## config.mk

```make
export PLATFORM = sky130hd
export DESIGN_NAME = ldst_agen
export DESIGN_NICKNAME = d
export VERILOG_FILES = /design/src/rtl/ldst_pkg.sv /design/src/rtl/ldst_op_decode.sv /design/src/rtl/ldst_imm_gen.sv /design/src/rtl/ldst_offset_adder.sv /design/src/rtl/ldst_agen.sv
export SDC_FILE = /design/constraint.sdc
export NUM_CORES = 1
export LEC_CHECK = 0
export BUFFER_PORTS_ARGS = -buffer_cell sky130_fd_sc_hd__buf_2
export CAP_MARGIN = 0
export CORE_AREA = 2 2 87 173
export CTS_CLUSTER_DIAMETER = 60
export DETAILED_ROUTE_END_ITERATION = 8
export DIE_AREA = 0 0 89 175
export MAX_ROUTING_LAYER = met4
export PLACE_DENSITY = 0.87
export SYNTH_ARGS = -nofsm -noshare
export SYNTH_HDL_FRONTEND = slang
export SYNTH_HIERARCHICAL = 1
export SYNTH_SLANG_ARGS = --single-unit
```

## constraint.sdc

```tcl
create_clock -name clk -period 1.3 [get_ports clk]
set_clock_uncertainty 0.15 [all_clocks]
set_input_delay 0.065 -clock clk [delete_from_list [all_inputs] [get_ports clk]]
set_output_delay 0.065 -clock clk [all_outputs]
set_load 0.005 [all_outputs]
```

## src/rtl/ldst_pkg.sv

```systemverilog
package ldst_pkg;

   typedef enum logic [1:0] {
      SZ_BYTE = 2'd0,
      SZ_HALF = 2'd1,
      SZ_WORD = 2'd2,
      SZ_NONE = 2'd3
   } acc_size_e;

   typedef enum logic [1:0] {
      OFF_IMM_I = 2'd0,
      OFF_IMM_S = 2'd1,
      OFF_RS2   = 2'd2,
      OFF_RS3   = 2'd3
   } off_src_e;

   typedef struct packed {
      logic      ok;
      acc_size_e size;
      logic      sext;
   } size_info_t;

   typedef struct packed {
      logic      legal;
      logic      is_store;
      logic      post;
      acc_size_e size;
      logic      sext;
      off_src_e  off_src;
   } mem_ctrl_t;

   // Shared table for the direct and the nested load size code
   function automatic size_info_t load_size_lookup(input logic [2:0] code);
      size_info_t r;
      r = '{ok: 1'b0, size: SZ_NONE, sext: 1'b0};
      unique case (code)
         3'b000: r = '{ok: 1'b1, size: SZ_BYTE, sext: 1'b1};
         3'b001: r = '{ok: 1'b1, size: SZ_HALF, sext: 1'b1};
         3'b010: r = '{ok: 1'b1, size: SZ_WORD, sext: 1'b0};
         3'b100: r = '{ok: 1'b1, size: SZ_BYTE, sext: 1'b0};
         3'b101: r = '{ok: 1'b1, size: SZ_HALF, sext: 1'b0};
         default: r = '{ok: 1'b0, size: SZ_NONE, sext: 1'b0};
      endcase
      return r;
   endfunction

   function automatic size_info_t store_size_lookup(input logic [1:0] code);
      size_info_t r;
      unique case (code)
         2'b00: r = '{ok: 1'b1, size: SZ_BYTE, sext: 1'b0};
         2'b01: r = '{ok: 1'b1, size: SZ_HALF, sext: 1'b0};
         2'b10: r = '{ok: 1'b1, size: SZ_WORD, sext: 1'b0};
         default: r = '{ok: 1'b0, size: SZ_NONE, sext: 1'b0};
      endcase
      return r;
   endfunction

endpackage

```

## src/rtl/ldst_op_decode.sv

```systemverilog
module ldst_op_decode
   import ldst_pkg::*;
#(
   parameter logic [6:0] LD_OPC  = 7'b0000011,
   parameter logic [6:0] LDP_OPC = 7'b0001011,
   parameter logic [6:0] ST_OPC  = 7'b0100011,
   parameter logic [6:0] STP_OPC = 7'b0101011
) (
   input  logic [6:0] opcode,
   input  logic [2:0] funct,
   input  logic [2:0] nested,
   output mem_ctrl_t  ctrl
);

   localparam logic [2:0] RR_LOAD_CODE = 3'b111;

   if (LD_OPC == LDP_OPC || ST_OPC == STP_OPC || LD_OPC == ST_OPC ||
       LDP_OPC == STP_OPC || LD_OPC == STP_OPC || LDP_OPC == ST_OPC) begin : g_opc_chk
      $error("ldst_op_decode: opcodes must be distinct");
   end

   logic       is_load_op;
   logic       is_store_op;
   logic       load_rr;
   logic [2:0] load_code;
   size_info_t ld_info;
   size_info_t st_info;

   assign is_load_op  = (opcode == LD_OPC) || (opcode == LDP_OPC);
   assign is_store_op = (opcode == ST_OPC) || (opcode == STP_OPC);
   assign load_rr     = (funct == RR_LOAD_CODE);
   assign load_code   = load_rr ? nested : funct;
   assign ld_info     = load_size_lookup(load_code);
   assign st_info     = store_size_lookup(funct[1:0]);

   always_comb begin
      ctrl = '{legal: 1'b0, is_store: 1'b0, post: 1'b0, size: SZ_NONE,
               sext: 1'b0, off_src: OFF_IMM_I};
      if (is_load_op) begin
         ctrl.legal    = ld_info.ok;
         ctrl.is_store = 1'b0;
         ctrl.post     = (opcode == LDP_OPC);
         ctrl.size     = ld_info.size;
         ctrl.sext     = ld_info.sext;
         ctrl.off_src  = load_rr ? OFF_RS2 : OFF_IMM_I;
      end else if (is_store_op) begin
         ctrl.legal    = st_info.ok;
         ctrl.is_store = 1'b1;
         ctrl.post     = (opcode == STP_OPC);
         ctrl.size     = st_info.size;
         ctrl.sext     = 1'b0;
         ctrl.off_src  = funct[2] ? OFF_RS3 : OFF_IMM_S;
      end
   end

endmodule

```

## src/rtl/ldst_imm_gen.sv

```systemverilog
module ldst_imm_gen #(
   parameter int XLEN = 32
) (
   input  logic [11:0]     i_field,
   input  logic [4:0]      s_low,
   output logic [XLEN-1:0] imm_i,
   output logic [XLEN-1:0] imm_s
);

   localparam int IMM_W = 12;
   localparam int EXT_W = XLEN - IMM_W;

   logic [IMM_W-1:0] raw_i;
   logic [IMM_W-1:0] raw_s;

   assign raw_i = i_field;
   assign raw_s = {i_field[11:5], s_low};

   if (XLEN < IMM_W) begin : g_w_chk
      $error("ldst_imm_gen: XLEN must hold a 12-bit immediate");
   end else if (XLEN == IMM_W) begin : g_no_ext
      assign imm_i = raw_i;
      assign imm_s = raw_s;
   end else begin : g_ext
      assign imm_i = {{EXT_W{raw_i[IMM_W-1]}}, raw_i};
      assign imm_s = {{EXT_W{raw_s[IMM_W-1]}}, raw_s};
   end

endmodule

```

## src/rtl/ldst_offset_adder.sv

```systemverilog
module ldst_offset_adder #(
   parameter int XLEN      = 32,
   parameter bit SPLIT_ADD = 1'b0
) (
   input  logic [XLEN-1:0] base,
   input  logic [XLEN-1:0] offset,
   output logic [XLEN-1:0] sum
);

   localparam int LO_W = XLEN / 2;
   localparam int HI_W = XLEN - LO_W;

   if (XLEN < 2) begin : g_w_chk
      $error("ldst_offset_adder: XLEN too small");
   end

   if (SPLIT_ADD) begin : g_split
      // Two half-width adders with a carry between, for shorter carry chains
      logic [LO_W:0]   lo_sum;
      logic [HI_W-1:0] hi_sum;
      assign lo_sum = {1'b0, base[LO_W-1:0]} + {1'b0, offset[LO_W-1:0]};
      assign hi_sum = base[XLEN-1:LO_W] + offset[XLEN-1:LO_W] + {{(HI_W-1){1'b0}}, lo_sum[LO_W]};
      assign sum    = {hi_sum, lo_sum[LO_W-1:0]};
   end else begin : g_flat
      assign sum = base + offset;
   end

endmodule

```

## src/rtl/ldst_agen.sv

```systemverilog
module ldst_agen
   import ldst_pkg::*;
#(
   parameter int         XLEN      = 32,
   parameter bit         SPLIT_ADD = 1'b0,
   parameter logic [6:0] LD_OPC    = 7'b0000011,
   parameter logic [6:0] LDP_OPC   = 7'b0001011,
   parameter logic [6:0] ST_OPC    = 7'b0100011,
   parameter logic [6:0] STP_OPC   = 7'b0101011
) (
   input  logic            clk,
   input  logic            rst_n,
   input  logic            in_valid,
   input  logic [31:0]     in_instr,
   input  logic [XLEN-1:0] in_rs1,
   input  logic [XLEN-1:0] in_rs2,
   input  logic [XLEN-1:0] in_rs3,
   output logic            out_valid,
   output logic            out_illegal,
   output logic            out_req,
   output logic            out_is_store,
   output logic [1:0]      out_size,
   output logic            out_sext,
   output logic [XLEN-1:0] out_addr,
   output logic [XLEN-1:0] out_wdata,
   output logic [XLEN-1:0] out_base_val,
   output logic            out_base_we
);

   localparam logic [XLEN-1:0] ZERO = '0;

   mem_ctrl_t       ctrl;
   logic [XLEN-1:0] imm_i;
   logic [XLEN-1:0] imm_s;
   logic [XLEN-1:0] offset;
   logic [XLEN-1:0] sum;
   logic [XLEN-1:0] addr_c;
   logic            base_we_c;
   logic            unused_reg_index;

   // Register index fields are resolved by the register file, not here
   assign unused_reg_index = ^in_instr[19:15];

   ldst_op_decode #(
      .LD_OPC  (LD_OPC),
      .LDP_OPC (LDP_OPC),
      .ST_OPC  (ST_OPC),
      .STP_OPC (STP_OPC)
   ) i_op_decode (
      .opcode (in_instr[6:0]),
      .funct  (in_instr[14:12]),
      .nested (in_instr[30:28]),
      .ctrl   (ctrl)
   );

   ldst_imm_gen #(
      .XLEN (XLEN)
   ) i_imm_gen (
      .i_field (in_instr[31:20]),
      .s_low   (in_instr[11:7]),
      .imm_i   (imm_i),
      .imm_s   (imm_s)
   );

   always_comb begin
      unique case (ctrl.off_src)
         OFF_IMM_I: offset = imm_i;
         OFF_IMM_S: offset = imm_s;
         OFF_RS2:   offset = in_rs2;
         OFF_RS3:   offset = in_rs3;
         default:   offset = imm_i;
      endcase
   end

   ldst_offset_adder #(
      .XLEN      (XLEN),
      .SPLIT_ADD (SPLIT_ADD)
   ) i_adder (
      .base   (in_rs1),
      .offset (offset),
      .sum    (sum)
   );

   // Post-increment sends the old base out and returns the sum as new base
   assign addr_c    = ctrl.post ? in_rs1 : sum;
   assign base_we_c = ctrl.legal & ctrl.post;

   always_ff @(posedge clk or negedge rst_n) begin
      if (!rst_n) begin
         out_valid    <= 1'b0;
         out_illegal  <= 1'b0;
         out_req      <= 1'b0;
         out_is_store <= 1'b0;
         out_size     <= 2'd0;
         out_sext     <= 1'b0;
         out_addr     <= ZERO;
         out_wdata    <= ZERO;
         out_base_val <= ZERO;
         out_base_we  <= 1'b0;
      end else begin
         out_valid   <= in_valid;
         out_illegal <= in_valid & ~ctrl.legal;
         out_req     <= in_valid & ctrl.legal;
         out_base_we <= in_valid & base_we_c;
         if (in_valid) begin
            out_is_store <= ctrl.legal & ctrl.is_store;
            out_size     <= ctrl.legal ? ctrl.size : 2'd0;
            out_sext     <= ctrl.legal & ctrl.sext;
            out_addr     <= ctrl.legal ? addr_c : ZERO;
            out_wdata    <= (ctrl.legal & ctrl.is_store) ? in_rs2 : ZERO;
            out_base_val <= base_we_c ? sum : ZERO;
         end
      end
   end

endmodule

```

==> results of run 1 <==
## cells in the mapped netlist, drive strengths merged (5+ instances only)
cell type	instances	area, sq um
a21o	11	82.6
a21oi	29	145
buf	98	716
clkbuf	17	65.1
dfrtp	104	2600
ha	31	388
inv	10	37.5
mux2i	32	320
mux4	32	728
nand2	88	330
nand3	7	35.0
nand4	5	31.3
nor2	22	82.6
nor3	5	30.0
o21ai	17	85.1
o2bb2ai	96	841
xnor2	19	166
xor2	12	105
## routing by layer
metal	GRT usage	vias up
met5	-	-
met4	0.383	0
met3	0.113	337
met2	0.704	660
met1	0.395	4083
li1	-	3392
## cell type report
class / instances / share of cell area
Clock buffer: 11 / 0.0204
Antenna cell: 4 / 0.000808
Tap cell: 192 / 0.0194
Timing Repair Buffer: 505 / 0.309
Multi-Input combinational cell: 475 / 0.433
Inverter: 10 / 0.00303
Clock inverter: 5 / 0.00444
Sequential cell: 104 / 0.210
## per-stage QoR
stage / hold WS (ps) / worst slack (ps) / TNS (ps)
2_1_floorplan: -381 / -2430 / -133660
3_3_place_gp: -133 / -2680 / -164560
3_5_place_dp: -138 / -2780 / -169640
4_1_cts: 10.9 / -2360 / -130070
5_1_grt: 7.93 / -2780 / -153440
6_report: 5.20 / -2660 / -148820
## worst max-delay path, stage by stage
cell and delay, ps:
buf_6 100, or4_4 560, nor3b_4 260, buf_6 150
mux4_2 340, ha_4 200, fa_2 370, a21o_1 240
a221oi_4 350, o211ai_4 160, a311oi_2 350, nor3_2 100
buf_4 160, a211oi_2 220, xnor2_1 190, mux2i_1 120
o2bb2ai_1 160
## cells by family (layout without fill, tap and decap cells)
logic type	after synthesis	count (layout)
AO/OA/AOI/OAI	198	198
AND/OR/NAND/NOR	150	150
buffers and inverters	125	531
flip-flops	104	104
multiplexers	64	64
adder cells (fa/ha/maj)	32	32
XOR/XNOR	31	31
other	0	4
## state kept, by name (all words and copies together), names as in the netlist
| register | count |
|---|---|
| out_addr | 32 |
| out_base_val | 32 |
| out_base_we | 1 |
| out_illegal | 1 |
| out_is_store | 1 |
| out_req | 1 |
| out_sext | 1 |
| out_size | 2 |
| out_valid | 1 |
| out_wdata | 32 |
## power by group through the flow
stage	Clock, mW	Combinational, mW	Sequential, mW
after floorplan	0	1.46	3.33
after global placement	0	2.61	3.32
after detailed placement	0	2.65	3.33
after CTS	2.90	3.27	3.26
after global routing	3.02	4.19	3.26
final	2.87	4.03	3.26
## final timing paths
path                                           startpoint                           to  slack (ps)
worst max-delay path                          in_instr[4]     out_addr[30]$_DFFE_PN0P_       -2660
worst min-delay path                            in_rs1[2]      out_addr[2]$_DFFE_PN0P_           5
worst max register to register    out_size[1]$_DFFE_PN0P_      out_size[1]$_DFFE_PN0P_         380
worst min register to register  out_wdata[17]$_DFFE_PN0P_    out_wdata[17]$_DFFE_PN0P_         340
max in group asynchronous                           rst_n  out_base_val[5]$_DFFE_PN0P_         460
min in group asynchronous                           rst_n    out_wdata[25]$_DFFE_PN0P_          30
## repair_timing
item	4_1_cts	5_1_grt
pin swaps	60	78
hold buffers	67	0
endpoints found under the setup margin	102	102
setup buffers	16	26
resized for setup	146	105
gates cloned	5	0
endpoints found under the hold margin	168	0
==> impl_metrics.yaml, run 1 <==
status:
  status: "complete, but fails checks"
  violations: "setup timing"
timing:
  rsz0062_at_grt: "true"
  fmax_mhz: 252
  max_slew_margin: 0.683
  finalMaxSlewViolations: 0
  worst_pin_slew_ps: 463
  finalSetupViolations: 103
  fin_crit_sh: 3.05
  setup_slack_ps: -2660
  finalHoldViolCount: 0
  period_needed_ps: 3960
finish:
  register_area_sq_um: 2600
  drive_above_1_share: 0.601
  nFillCells: 678
  instances_no_fill: 1306
  multi_input_area_sq_um: 5370
  design_area_sq_um: 12400
  layout_common_cells: "226 x buf_2, 156 x buf_4, 104 x dfrtp_1, 71 x nand2_1, 67 x dlygate4sd3_1"
  layout_commonest_cell: "buf_2"
  area_delta_synth_final_pct: 67.0
  nNetsFinal: 1268
  final_core_util: 0.868
global_route:
  grt_pass1_vias: 8463
  track_usage: 0.432
  antenna_found_initial: 4
  grt_first_pass_wirelength_um: 47700
  grt_overflow: 0
  grt_start_max_net_pins: 46
synthesis:
  syn_nets: 867
  yosysSeqAreaShare: 0.351
  synth_compound_area_frac: 0.214
  yosys.area_share.simple: 0.0921
  synth_top_family_by_area: "compound AO/OA/AOI/OAI gates"
  syn-instance-count: 704
  synth_xor_area_frac: 0.0366
  synth_area_sq_um: 7420
  synthArstFlopShare: 1.00
  ys_ff_latch: 104
  muxShareOfSynthArea: 0.141
  synthAdderAreaFrac: 0.0550
  synth_warnings: 6
  synth-edff-count: 0
  syn_area_per_cell_sq_um: 10.5
  synthDistinctLibCells: 66
  synth-main-ff-cell: "dfrtp_1"
worst_setup_path:
  critPathKind: "primary input to flop"
  end_kind: "flop"
  reg2reg_depth: 1
  worst-path-max-fanout: 5
  worstPathArrival_ps: 4100
  critPathLaunchType: "primary input"
  worstPathRequired_ps: 1430
detailed_routing:
  totalWireLength_um: 36800
  routed.top_layer: "met4"
  drc_errors: 0
  wire_per_inst_um: 28.2
  vias: 8472
  viasPerCell: 6.49
  wl_met3_um: 3160
  dr_wl_met2_um: 18100
  met1Wirelength_um: 10600
  drt.antenna.violating_nets: 0
  drt_iter0_drc: 683
  dr.pass1.iters: 5
worst_hold_path:
  hp-class: "primary input to flop"
  hold_depth: 4
clocking:
  path_clk_slew_ps: 70
  cts_root_buffer: "clkbuf_16"
  ctsLongestPathBuffers: 2
  cts.sinks: 104
  cts_made_buffers: 9
  clkLatencyLatePin_ps: 360
  htree_num_levels: 3
  cts_tree: "yes"
power:
  power.internal_mw: 6.76
  p_sw_mw: 3.41
  p_leak_nw: 5.73
  power_density_nw_per_um2: 821
  finalPower_mw: 10.2
  switching_share: 0.335
  vdd_drop_max_uv: 735
  clock_power_share: 0.283
  p_comb_frac: 0.396
  seq_power_share: 0.321
floorplanning:
  die_h_um: 175
  die_area_sq_um: 15600
  core_sq_um: 14300
  io_pins: 235
  rows: 62
  dieWidth_um: 89
  start_util: 0.520
flow_run:
  cap_violations: 0
place:
  globalplace.congestion: 0.997
  placed_cells: 1179
  hpwl_um: 20300
  port_buffers: 229
  placed_cell_area_sq_um: 9550
Note: power is estimated with default switching activity, not from simulation.
==> run 2: changes to the inputs <==
- GPL_TIMING_DRIVEN: unset -> 0
- PLACE_DENSITY: 0.87 -> 0.81
- REMOVE_ABC_BUFFERS: unset -> 1
==> run 2 against run 1 <==
  * The run still ends with setup timing left
  * Maximum frequency fell by 0.34%
  * Register-to-register slack improved by 40 ps
  * Non-clock buffer count fell by 146
  * Critical path type unchanged
==> impl_metrics.yaml, run 2 (synthesized netlist as in run 1, its figures left out) <==
power:
  finalPower_mw: 9.10
  vdd_drop_max_uv: 635
  p_leak_nw: 4.96
  power_density_nw_per_um2: 811
global_route:
  grt_overflow: 0
  track_usage: 0.359
  grt_first_pass_wirelength_um: 41100
  antenna_found_initial: 2
  grt_pass1_vias: 7588
  grt_start_max_net_pins: 71
place:
  placed_cells: 1015
  placed_cell_area_sq_um: 8140
  port_buffers: 229
  pre_cts_slack_ps: -3890
  hpwl_um: 15900
  globalplace.congestion: 0.934
worst_setup_path:
  critPathLaunchType: "primary input"
  worstPathRequired_ps: 1420
  critPathKind: "primary input to flop"
  worstPathArrival_ps: 4100
  worst-path-max-fanout: 5
  end_kind: "flop"
floorplanning:
  start_util: 0.520
  io_pins: 235
  dieWidth_um: 89
  rows: 62
  die_area_sq_um: 15600
  die_h_um: 175
  core_sq_um: 14300
detailed_routing:
  wire_per_inst_um: 24.7
  drc_errors: 0
  drt.antenna.violating_nets: 0
  dr_wl_met2_um: 15700
  wl_met3_um: 1430
  drt_iter0_drc: 410
  totalWireLength_um: 28700
  viasPerCell: 6.22
  dr.pass1.iters: 5
  met1Wirelength_um: 9750
  routed.top_layer: "met4"
  vias: 7242
finish:
  instances_no_fill: 1164
  final_core_util: 0.785
  layout_common_cells: "226 x buf_2, 104 x dfrtp_1, 83 x nand2_1, 68 x dlygate4sd3_1, 50 x o2bb2ai_1"
  nFillCells: 837
  area_delta_synth_final_pct: 51.1
  design_area_sq_um: 11200
  layout_commonest_cell: "buf_2"
  drive_above_1_share: 0.524
  nNetsFinal: 1128
  largestRegisters: "out_addr (32), out_base_val (32), out_wdata (32)"
clocking:
  cts_tree: "yes"
  htree_num_levels: 3
  path_clk_slew_ps: 80
  cts_made_buffers: 9
  cts.sinks: 104
  ctsLongestPathBuffers: 2
  clkLatencyLatePin_ps: 350
  cts_root_buffer: "clkbuf_16"
timing:
  finalMaxSlewViolations: 0
  rsz0062_at_grt: "true"
  fin_crit_sh: 3.06
  finalHoldViolCount: 0
  worst_pin_slew_ps: 819
  finalSetupViolations: 103
  fmax_mhz: 251
  hold_slack_ps: 58.0
  max_slew_margin: 0.454
  setup_slack_ps: -2680
  tns_ps: -156800
  period_needed_ps: 3980
worst_hold_path:
  hp-class: "primary input to flop"
status:
  violations: "setup timing"
  status: "complete, but fails checks"
flow_run:
  cap_violations: 0
run 2: power breakdown:
group	internal, mW	total (mW)	switching (mW)
combinational	1.46	3.14	1.67
sequential	3.25	3.26	0.0110
clock	1.37	2.70	1.33
run 2: worst max-delay path: stages:
cell and delay (ps):
buf_8 90, or4_4 550, nor3b_4 270, buf_6 160
buf_12 120, mux4_2 340, ha_4 200, fa_2 380
a21o_1 210, a221oi_4 350, o211ai_4 160, buf_4 170
a31oi_4 220, o21ai_2 100, a21oi_2 230, xnor2_2 170
nand2_1 110, o2bb2ai_1 180
run 2: worst paths after layout:
| kind | cells after the start | end | slack [ps] | from |
|---|---|---|---|---|
| min | 5 | out_base_val[2]$_DFFE_PN0P_ | 60 | in_rs1[2] |
| min in group asynchronous | 2 | out_wdata[26]$_DFFE_PN0P_ | 80 | rst_n |
| min reg2reg | 1 | out_base_val[7]$_DFFE_PN0P_ | 340 | out_base_val[7]$_DFFE_PN0P_ |
| max reg2reg | 1 | out_sext$_DFFE_PN0P_ | 420 | out_sext$_DFFE_PN0P_ |
| max | 18 | out_base_val[24]$_DFFE_PN0P_ | -2680 | in_instr[6] |
| max in group asynchronous | 3 | out_addr[14]$_DFFE_PN0P_ | 260 | rst_n |
run 2: cell type report:
class                      instances  area, sq um  share of cell area
inverter                          10         42.5             0.00379
clock inverter                     5         40.0             0.00357
timing repair buffer             359         2540               0.226
tap                              192          240              0.0214
sequential                       104         2600               0.232
multi-input combinational        481         5500               0.491
clock buffer                      11          243              0.0217
antenna                            2         5.00            0.000446
run 2: metal layers:
metal  global-route usage  vias up
li1                     -     3118
met1                0.387     3607
met2                0.617      387
met3               0.0383      130
met4                0.213        0
met5                    -        -
run 2: repair_timing:
action	in CTS	in global routing
hold buffers	68	0
cloned	7	1
buffers inserted	40	18
setup endpoints to repair	103	141
resized for setup	188	79
endpoints found under the hold margin	119	0
pin swaps	76	53
==> run 3: changes to the inputs <==
- CORE_AREA: 2 2 87 173 -> 2 2 86 150
- DIE_AREA: 0 0 89 175 -> 0 0 88 152
- PLACE_DENSITY: 0.81 -> 0.84
- SYNTH_HIERARCHICAL: 1 -> unset
==> run 3 against run 2 <==
  * The flow finishes with violations (DRC, setup timing)
  * Core utilization grew 6.9 points
  * Sequential share of layout area grew 1.7 points
  * Sequential cell count is the same
  * Global-route usage grew 3.1 points
  * Critical path depth grew 1
  * Largest power group unchanged
==> impl_metrics.yaml, run 3 <==
timing:
  fin_crit_sh: 2.55
  rsz0062_at_grt: "true"
  fmax_mhz: 302
  worst_pin_slew_ps: 983
  finalSetupViolations: 98
  setup_slack_ps: -2010
  hold_slack_ps: 27.2
  finalMaxSlewViolations: 0
  max_slew_margin: 0.345
  finalHoldViolCount: 0
  tns_ps: -113560
  period_needed_ps: 3310
worst_setup_path:
  reg2reg_depth: 2
  worst-path-max-fanout: 10
  worstPathArrival_ps: 3440
  critPathLaunchType: "primary input"
  critPathKind: "primary input to flop"
  end_kind: "flop"
  worstPathRequired_ps: 1430
detailed_routing:
  totalWireLength_um: 30200
  viasPerCell: 6.69
  drc_errors: 2
  vias: 7820
  dr.pass1.iters: 9
  drt.antenna.violating_nets: 0
  wire_per_inst_um: 25.9
  drt_iter0_drc: 676
place:
  port_buffers: 229
  pre_cts_slack_ps: -3340
  hpwl_um: 15200
  globalplace.congestion: 0.957
finish:
  final_core_util: 0.854
  nFillCells: 593
  largestRegisters: "out_addr (32), out_base_val (32), out_wdata (32)"
  area_delta_synth_final_pct: 64.3
  layout_common_cells: "224 x buf_2, 104 x dfrtp_1, 65 x dlygate4sd3_1, 58 x a22o_1"
  layout_commonest_cell: "buf_2"
  nNetsFinal: 1165
  drive_above_1_share: 0.481
synthesis:
  synth_area_leader_cell: "dfrtp_1"
  yosysSeqAreaShare: 0.409
  ys_top_cells_by_area: "dfrtp_1 41%, a22o_1 8.0%, ha_1 7.7%"
  synth_area_sq_um: 6360
  synth_warnings: 0
  ys_ff_latch: 104
  synthArstFlopShare: 1.00
  synth_commonest_cells: "104 x dfrtp_1, 74 x nand2_1, 58 x a22o_1"
  syn-instance-count: 652
  synth-main-ff-cell: "dfrtp_1"
  synthDistinctLibCells: 60
  synth-edff-count: 0
  synth.most_common_cell: "dfrtp_1"
  syn_area_per_cell_sq_um: 9.75
  synth_top_area_frac: 0.409
power:
  vdd_drop_max_uv: 641
  power_density_nw_per_um2: 889
  finalPower_mw: 9.28
  p_leak_nw: 4.98
floorplanning:
  dieWidth_um: 88
  die_area_sq_um: 13400
  core_sq_um: 12200
  start_util: 0.520
  die_h_um: 152
  io_pins: 235
  rows: 54
global_route:
  grt_start_max_net_pins: 56
  track_usage: 0.390
  grt_busiest_layer: "met2"
  grt_pass1_vias: 7614
  antenna_found_initial: 2
  grtUsageMet2: 0.648
  grt_use_met3: 0.0625
  grt_first_pass_wirelength_um: 39400
  use_met1: 0.410
  grt_overflow: 0
status:
  violations: "DRC, setup timing"
  status: "complete, but fails checks"
worst_hold_path:
  hp-class: "primary input to flop"
  hold_depth: 3
clocking:
  cts_root_buffer: "clkbuf_16"
  clkLatencyLatePin_ps: 360
  cts_tree: "yes"
  cts.sinks: 104
  ctsLongestPathBuffers: 2
  htree_num_levels: 3
  cts_made_buffers: 9
  path_clk_slew_ps: 80
flow_run:
  cap_violations: 0
## run 3: changes by cell type after synthesis, moves of 7 or more
cell	change
mux4_2	-30
o2bb2ai_1	-70
buf_4	-68
buf_2	-20
nand2_1	-14
a221o_1	+19
mux2i_1	-23
o21ai_0	+23
ha_1	+8
a22o_1	+55
a22oi_1	+10
nand4_1	+7
clkbuf_1	+19
## run 3: path summary, 6_finish.rpt
path,startpoint,endpoint,slack (ps)
max,in_instr[13],out_addr[26]$_DFFE_PN0P_,-2010
min,in_instr[5],out_sext$_DFFE_PN0P_,30
max reg2reg,out_addr[30]$_DFFE_PN0P_,out_addr[30]$_DFFE_PN0P_,340
min reg2reg,out_is_store$_DFFE_PN0P_,out_is_store$_DFFE_PN0P_,340
max in group asynchronous,rst_n,out_valid$_DFF_PN0_,140
min in group asynchronous,rst_n,out_wdata[20]$_DFFE_PN0P_,140
## run 3: per-layer routing
layer  routed length (um)  up-vias
li1                     -     3189
met1                 9510     3719
met2                15000      662
met3                 2930      250
met4                 2790        0
met5                    0        -
## run 3: worst max-delay path, cell delays in order
cell      delay, ps
buf_2           130
nand2_1         160
nor4_4          320
buf_4           240
buf_12          140
nor2_2           70
nand2_1         130
nand2_2         110
ha_4            330
nand4_1         190
a21oi_2         200
a311oi_2         60
buf_4           170
o21a_4          230
o21a_4          270
buf_6           140
xnor2_4         160
nand2_1          90
a31oi_1         200
## run 3: area by class of cell
cell class	instances	area (sq um)	share of cell area
clock inverter	7	62.6	0.00599
tap	168	210	0.0201
timing repair buffer	371	2540	0.243
clock buffer	9	225	0.0216
inverter	13	72.6	0.00695
multi-input combinational	495	4730	0.453
antenna	2	5.00	0.000479
sequential	104	2600	0.249
## run 3: timing repair
action | CTS | global route
hold buffers | 65 | 0
gates cloned | 2 | 0
buffers inserted | 45 | 28
hold endpoints to repair | 114 | 0
gates resized for setup | 163 | 91
pin swaps | 65 | 55
setup endpoints to repair | 102 | 101
## run 3: kinds of logic (layout without fill, tap and decap cells)
kind of cell | count (synthesis) | count (layout) | synth area share
xor gates and xnor gates | 29 | 29 | 0.0400
AOI/OAI and AO/OA | 255 | 255 | 0.306
other | 0 | 2 | 0
muxes | 9 | 9 | 0.0142
DFF | 104 | 104 | 0.409
adders and majority gates | 40 | 40 | 0.0799
and+or+nand+nor | 161 | 162 | 0.118
buffers and inverters | 54 | 400 | 0.0325
## run 3: power by group
group / switching (mW) / internal [mW]
combinational: 1.76 / 1.48
sequential: 0.0207 / 3.27
clock: 1.42 / 1.34
## run 3: per-stage QoR
stage                     instances  instance area, sq um
final                          1169                 10400
after global routing           1169                 10400
after CTS                      1142                  9790
after detailed placement       1014                  7690
after global placement         1008                  7560
after floorplan                 611                  6200
